$ cat src/rtl/irq_pq_pkg.sv
// Shared types and helpers for the interrupt source PQ state controller.
// Assumes PQ is two bits: bit 1 = P (sent), bit 0 = Q (queued).
package irq_pq_pkg;

    localparam logic [1:0] PQ_IDLE = 2'b00;
    localparam logic [1:0] PQ_OFF  = 2'b01;
    localparam logic [1:0] PQ_SENT = 2'b10;

    // Operation decoded from one register access, applied to one source.
    typedef enum logic [2:0] {
        OP_NONE = 3'd0,
        OP_TRIG = 3'd1,
        OP_EOI  = 3'd2,
        OP_GET  = 3'd3,
        OP_SET  = 3'd4
    } src_op_e;

    // Message trigger step: 00->10, 10->11, 11->11, 01->01.
    function automatic logic [1:0] msg_step(input logic [1:0] pq);
        return (pq == PQ_OFF) ? PQ_OFF : {1'b1, pq[1]};
    endfunction

endpackage

$ cat src/rtl/irq_pq_cell.sv
// One interrupt source: holds PQ and the level assertion flag.
// Applies this cycle's register op first, then the line event, to the result.
// Raises notify for one cycle whenever any of those steps decides to notify.
module irq_pq_cell
    import irq_pq_pkg::*;
(
    input  logic       clk,
    input  logic       rst_n,
    input  logic       is_level,
    input  logic       line_in,
    input  logic       sel,
    input  src_op_e    op,
    input  logic [1:0] set_val,
    output logic [1:0] pq,
    output logic       eoi_q_hit,
    output logic       notify
);

    logic [1:0] pq_q, pq_after_op, pq_next;
    logic       asserted_q;
    logic       op_notify, line_notify, level_eval;

    // Register-op step: trigger, EOI or set on the current state.
    always_comb begin
        pq_after_op = pq_q;
        op_notify   = 1'b0;
        eoi_q_hit   = 1'b0;
        if (sel) begin
            unique case (op)
                OP_TRIG: if (!is_level) begin
                    op_notify   = (pq_q == PQ_IDLE);
                    pq_after_op = msg_step(pq_q);
                end
                OP_EOI: begin
                    eoi_q_hit   = pq_q[0];
                    op_notify   = pq_q[0];
                    pq_after_op = PQ_IDLE;
                end
                OP_SET:  pq_after_op = set_val;
                default: pq_after_op = pq_q;
            endcase
        end
    end

    // Line step: message trigger on a high line, or level re-evaluation.
    always_comb begin
        pq_next     = pq_after_op;
        line_notify = 1'b0;
        level_eval  = (line_in != asserted_q) || (sel && op == OP_EOI);
        if (!is_level) begin
            if (line_in) begin
                line_notify = (pq_after_op == PQ_IDLE);
                pq_next     = msg_step(pq_after_op);
            end
        end else if (level_eval && line_in && pq_after_op == PQ_IDLE) begin
            pq_next     = PQ_SENT;
            line_notify = 1'b1;
        end
    end

    // State registers: reset turns the source off and clears the assertion.
    always_ff @(posedge clk) begin
        if (!rst_n) begin
            pq_q       <= PQ_OFF;
            asserted_q <= 1'b0;
        end else begin
            pq_q       <= pq_next;
            asserted_q <= is_level & line_in;
        end
    end

    assign pq     = pq_q;
    assign notify = op_notify | line_notify;

endmodule

$ cat src/rtl/irq_pq_notify_arb.sv
// Collects per-source notify requests into a pending set and offers them,
// lowest number first, through a one-entry valid/ready output register.
// Requests for a source already pending merge into its single pending bit.
module irq_pq_notify_arb #(
    parameter int NUM_SRC = 8,
    parameter int SRC_W   = 3
) (
    input  logic               clk,
    input  logic               rst_n,
    input  logic [NUM_SRC-1:0] req,
    output logic               out_valid,
    input  logic               out_ready,
    output logic [SRC_W-1:0]   out_src
);

    logic [NUM_SRC-1:0] pend_q, grant_mask;
    logic [SRC_W-1:0]   grant_idx;
    logic               grant_any, take;

    // Find the lowest pending source.
    always_comb begin
        grant_idx = '0;
        grant_any = 1'b0;
        for (int i = NUM_SRC - 1; i >= 0; i--) begin
            if (pend_q[i]) begin
                grant_idx = SRC_W'(i);
                grant_any = 1'b1;
            end
        end
    end

    assign take       = !out_valid || out_ready;
    assign grant_mask = (take && grant_any) ? (NUM_SRC'(1) << grant_idx) : '0;

    // Pending set and output register update.
    always_ff @(posedge clk) begin
        if (!rst_n) begin
            pend_q    <= '0;
            out_valid <= 1'b0;
            out_src   <= '0;
        end else begin
            pend_q <= (pend_q & ~grant_mask) | req;
            if (take) begin
                out_valid <= grant_any;
                out_src   <= grant_idx;
            end
        end
    end

endmodule

$ cat src/rtl/irq_pq_ctrl.sv
// Top of the interrupt source PQ state controller. Decodes register
// accesses into per-source ops, instantiates one cell per source, registers
// the response, and funnels notifications through the arbiter.
// Assumes src_level is static configuration driven from outside.
module irq_pq_ctrl
    import irq_pq_pkg::*;
#(
    parameter int NUM_SRC = 8,
    parameter int SRC_W   = (NUM_SRC > 1) ? $clog2(NUM_SRC) : 1,
    parameter int ADDR_W  = SRC_W + 3
) (
    input  logic               clk,
    input  logic               rst_n,
    input  logic [NUM_SRC-1:0] src_level,
    input  logic [NUM_SRC-1:0] src_line,
    input  logic               reg_valid,
    input  logic               reg_we,
    input  logic [ADDR_W-1:0]  reg_addr,
    input  logic [1:0]         reg_wdata,
    output logic               rsp_valid,
    output logic [1:0]         rsp_data,
    output logic               notify_valid,
    input  logic               notify_ready,
    output logic [SRC_W-1:0]   notify_src
);

    logic [SRC_W-1:0]   acc_src;
    logic               acc_mgmt, acc_hit;
    logic [1:0]         acc_sub;
    src_op_e            acc_op;
    logic [1:0]         pq_vec   [NUM_SRC];
    logic [NUM_SRC-1:0] eoi_hit_vec, notify_vec;
    logic [1:0]         rsp_next;

    assign acc_src  = reg_addr[ADDR_W-1:3];
    assign acc_mgmt = reg_addr[2];
    assign acc_sub  = reg_addr[1:0];
    assign acc_hit  = reg_valid && (int'(acc_src) < NUM_SRC);

    // Decode the access into one operation.
    always_comb begin
        acc_op = OP_NONE;
        if (acc_hit) begin
            if (!acc_mgmt) begin
                acc_op = reg_we ? OP_TRIG : OP_NONE;
            end else begin
                unique case (acc_sub)
                    2'b00:   acc_op = OP_EOI;
                    2'b01:   acc_op = OP_GET;
                    2'b10:   acc_op = reg_we ? OP_SET : OP_GET;
                    default: acc_op = OP_NONE;
                endcase
            end
        end
    end

    for (genvar g = 0; g < NUM_SRC; g++) begin : g_src
        irq_pq_cell u_cell (
            .clk       (clk),
            .rst_n     (rst_n),
            .is_level  (src_level[g]),
            .line_in   (src_line[g]),
            .sel       (acc_hit && acc_src == SRC_W'(g)),
            .op        (acc_op),
            .set_val   (reg_wdata),
            .pq        (pq_vec[g]),
            .eoi_q_hit (eoi_hit_vec[g]),
            .notify    (notify_vec[g])
        );
    end

    // Select the response value of the addressed source.
    always_comb begin
        rsp_next = 2'b00;
        if (acc_hit) begin
            unique case (acc_op)
                OP_EOI:         rsp_next = {1'b0, eoi_hit_vec[acc_src]};
                OP_GET, OP_SET: rsp_next = pq_vec[acc_src];
                default:        rsp_next = 2'b00;
            endcase
        end
    end

    // Response register: valid one cycle after each request.
    always_ff @(posedge clk) begin
        if (!rst_n) begin
            rsp_valid <= 1'b0;
            rsp_data  <= 2'b00;
        end else begin
            rsp_valid <= reg_valid;
            rsp_data  <= rsp_next;
        end
    end

    irq_pq_notify_arb #(.NUM_SRC(NUM_SRC), .SRC_W(SRC_W)) u_arb (
        .clk       (clk),
        .rst_n     (rst_n),
        .req       (notify_vec),
        .out_valid (notify_valid),
        .out_ready (notify_ready),
        .out_src   (notify_src)
    );

endmodule

$ cat config.mk
export PLATFORM = sky130hd
export DESIGN_NAME = irq_pq_ctrl
export DESIGN_NICKNAME = d
export VERILOG_FILES = /design/src/rtl/irq_pq_pkg.sv /design/src/rtl/irq_pq_cell.sv /design/src/rtl/irq_pq_notify_arb.sv /design/src/rtl/irq_pq_ctrl.sv
export SDC_FILE = /design/constraint.sdc
export NUM_CORES = 1
export LEC_CHECK = 0
export ABC_AREA = 1
export ABC_CLOCK_PERIOD_IN_PS = 2300
export BUFFER_PORTS_ARGS = -buffer_cell sky130_fd_sc_hd__buf_2
export CAP_MARGIN = 20
export CORE_MARGIN = 2
export CORE_UTILIZATION = 60
export CTS_CLUSTER_SIZE = 12
export DETAILED_ROUTE_END_ITERATION = 8
export PLACE_DENSITY = 0.83
export SYNTH_ARGS = -nofsm -noshare
export SYNTH_HDL_FRONTEND = slang
export SYNTH_SLANG_ARGS = --single-unit
$ cat constraint.sdc
create_clock -name clk -period 2.3 [get_ports clk]
set_input_delay 0.345 -clock clk [delete_from_list [all_inputs] [get_ports clk]]
set_output_delay 0.345 -clock clk [all_outputs]
set_load 0.01 [all_outputs]
==> impl_metrics.py <==
metrics = {
    "setup_path": {
        "start_kind": "flip-flop",
        "crit_chain": "inv_1 > nor2_1 > inv_1 > nand2_1 > nor2_1 > nand3b_1 > nand2_1 > nand2_1 > nor2_1 > nand3_1 > nand2_1 > inv_1",
        "arrival_ps": 1760,
        "critPathTopFamily": "simple AND/OR/NAND/NOR gates",
        "crit_type": "flip-flop to flip-flop",
        "max_stage_delay_ps": 310,
        "worst-path-buf-inv": 3,
        "crit_path_end_kind": "flip-flop",
        "crit_path_frequent_cell": "nand2_1",
        "cp_slowest_cell": "dfxtp_1",
        "crit_fanout": 7,
        "required_ps": 2490,
    },
    "run": {
        "cap_viol_max_count": 0,
    },
    "drt": {
        "route.vias.total": 2797,
        "drtIter0Drc": 169,
        "viasPerCell": 5.74,
        "ant_nets": 0,
        "drc": 0,
        "post_drt_wl_per_cell_um": 14.0,
        "firstDrtPassIters": 5,
        "routed_wirelength_um": 6830,
    },
    "global_route": {
        "grt_antenna_before_repair": 0,
        "grt_pass1_wl_um": 11000,
        "grt_max_degree": 26,
        "first_global_vias": 2417,
        "track_usage_pct": 31.6,
        "grt.overflow.total": 0,
    },
    "sta": {
        "period_share_pct": 68.1,
        "setup_tns_ps": 0,
        "drv_slew": 0,
        "rsz0062_at_grt": "no",
        "worst_slew_pin_slew_ps": 471,
        "max_freq_mhz": 639,
        "setup_viol": 0,
        "fin_worst_skew_ps": 6.34,
        "maxSlewHeadroom_pct": 68.6,
        "period_minus_slack_ps": 1570,
        "hold_viol_final": 0,
    },
    "floorplanning": {
        "io_pins": 36,
        "fp.dieH_um": 68.5,
        "die_area_um2": 4690,
        "die_w_um": 68.5,
        "initial_utilization_pct": 62.4,
        "row_count": 23,
        "core-area_um2": 4000,
    },
    "clock_tree": {
        "clock_tree.buffer_depth": 2,
        "cts_setup_buffers": 0,
        "cts-buffers-inserted": 5,
        "cts_max_level": 2,
        "tritoncts": "yes",
        "cts_root_buf": "clkbuf_8",
        "cts.clk_slew.worst_paths_ps": 70,
        "clock_latency_ps": 290,
        "cts_hold_buf": 0,
        "cts.repair.resized": 0,
        "cts.sinks": 39,
    },
    "cells_and_area": {
        "final_common_cell": "nand2_1",
        "drive_gt1_share_pct": 12.6,
        "multi_input_area_um2": 1420,
        "area_growth_pct": 11.5,
        "fillers": 380,
        "final_cell_mix": "nand2_1 (92), inv_1 (63), a21oi_1 (43)",
        "nNetsFinal": 466,
        "seq_area_um2": 781,
        "diodes": 0,
    },
    "placed_design": {
        "numPortBuffers": 35,
        "gp_congestion": 0.972,
        "hpwl_um": 5160,
    },
    "synth": {
        "syn_nets": 430,
        "synthDistinctLibCells": 30,
        "synth_mux_area_share_pct": 0,
        "yosysWarnings": 0,
        "synth_top_area_share_pct": 31.3,
        "synthAdderAreaFrac_pct": 0,
        "yosys-top-cells-area": "dfxtp_1 (31%), nand2_1 (14%), inv_1 (9.5%)",
        "syn_area_um2": 2490,
        "synth_compound_gate_area_share_pct": 24.5,
        "synth_area_leader_cell": "dfxtp_1",
        "synth_cells": 401,
        "synth_top_family_by_area": "simple AND/OR/NAND/NOR gates",
        "synth-seq-area-share_pct": 31.3,
        "synthSimpleGateAreaFrac_pct": 32.2,
        "synth-seq-cells": 39,
        "synth_xor_area_share_pct": 0,
        "syn_area_per_cell_um2": 6.22,
    },
    "run_status": {
        "status": "finished clean",
    },
    "power_and_ir_drop": {
        "p_per_area_nw_per_um2": 502,
        "vdd_drop_max_mv": 0.305,
        "p_total_mw": 1.40,
        "leakagePower_nw": 1.32,
    },
    "hold_path": {
        "min_path_type": "input port to flip-flop",
    },
}
report_power, final:
| group | internal, mW | switching (mW) |
|---|---|---|
| Combinational | 0.0732 | 0.154 |
| Clock | 0.235 | 0.225 |
| Sequential | 0.695 | 0.0131 |
registers in the layout (all words and copies together) (netlist names):
register and cells:
g_src.u_cell.pq 16, rsp_data 2, u_arb.pend_q 8, u_arb.out_valid 1, u_arb.out_src 3, rsp_valid 1, g_src.u_cell.asserted_q 8
final cells by class:
class	count	area share, %
Clock inverter	1	0.180
Tap cell	50	2.25
Sequential cell	39	28.1
Multi-Input combinational cell	288	50.9
Clock buffer	6	2.97
Timing Repair Buffer	36	6.57
Inverter	67	9.04
tightest hold or removal path: cells and delay by family:
kind,cells,cell delay [ps]
buffers and inverters,2,160
AND/OR/NAND/NOR,1,50
final timing paths:
kind	start	depth (start not counted)	endpoint	slack [ps]
worst min-delay path	src_line[0]	3	g_src[0].u_cell.asserted_q	310
worst max-delay path	u_arb.out_valid	12	u_arb.pend_q[7]	730
worst min register to register	u_arb.out_src[2]	2	u_arb.out_src[2]	500
worst max register to register	u_arb.out_valid	12	u_arb.pend_q[7]	730
synthesized netlist by cell type, drive strengths merged:
master / instances
nand2: 95
inv: 66
a21oi: 44
o21ai: 41
nand3: 40
dfxtp: 39
nor2: 18
nand4: 11
nor3: 11
a31oi: 10
o211ai: 7
buf: 5
o22ai: 4
a21boi: 2
clkbuf: 2
nand3b: 2
clkinv: 1
o2111ai: 1
o211a: 1
o41ai: 1
kinds of logic (layout without fill, tap and decap cells):
kind of cell           count (synthesis)  in the layout
and+or+nand+nor                      177            177
AOI/OAI and AO/OA                    111            111
buffers and inverters                 74            110
DFF                                   39             39
per-stage QoR:
step / cells / area, um2 / setup WS, ps / utilization (%) / hold slack, ps
after floorplan: 401 / 2490 / 842 / - / 480
after global placement: 480 / 2690 / 516 / 67.3 / 470
after detailed placement: 480 / 2690 / 512 / 67.3 / 479
after CTS: 487 / 2780 / 785 / 69.5 / 304
after global routing: 487 / 2780 / 561 / 69.5 / 310
final: 487 / 2780 / 734 / 69.5 / 308
layer usage:
| metal | track usage [%] | wire [um] |
|---|---|---|
| met1 | 41.5 | 3070 |
| met2 | 52.3 | 3190 |
| met3 | 7.07 | 499 |
| met4 | 7.25 | 72 |
| met5 | 0 | 0 |
No activity file was read; power rests on OpenSTA's default activity.
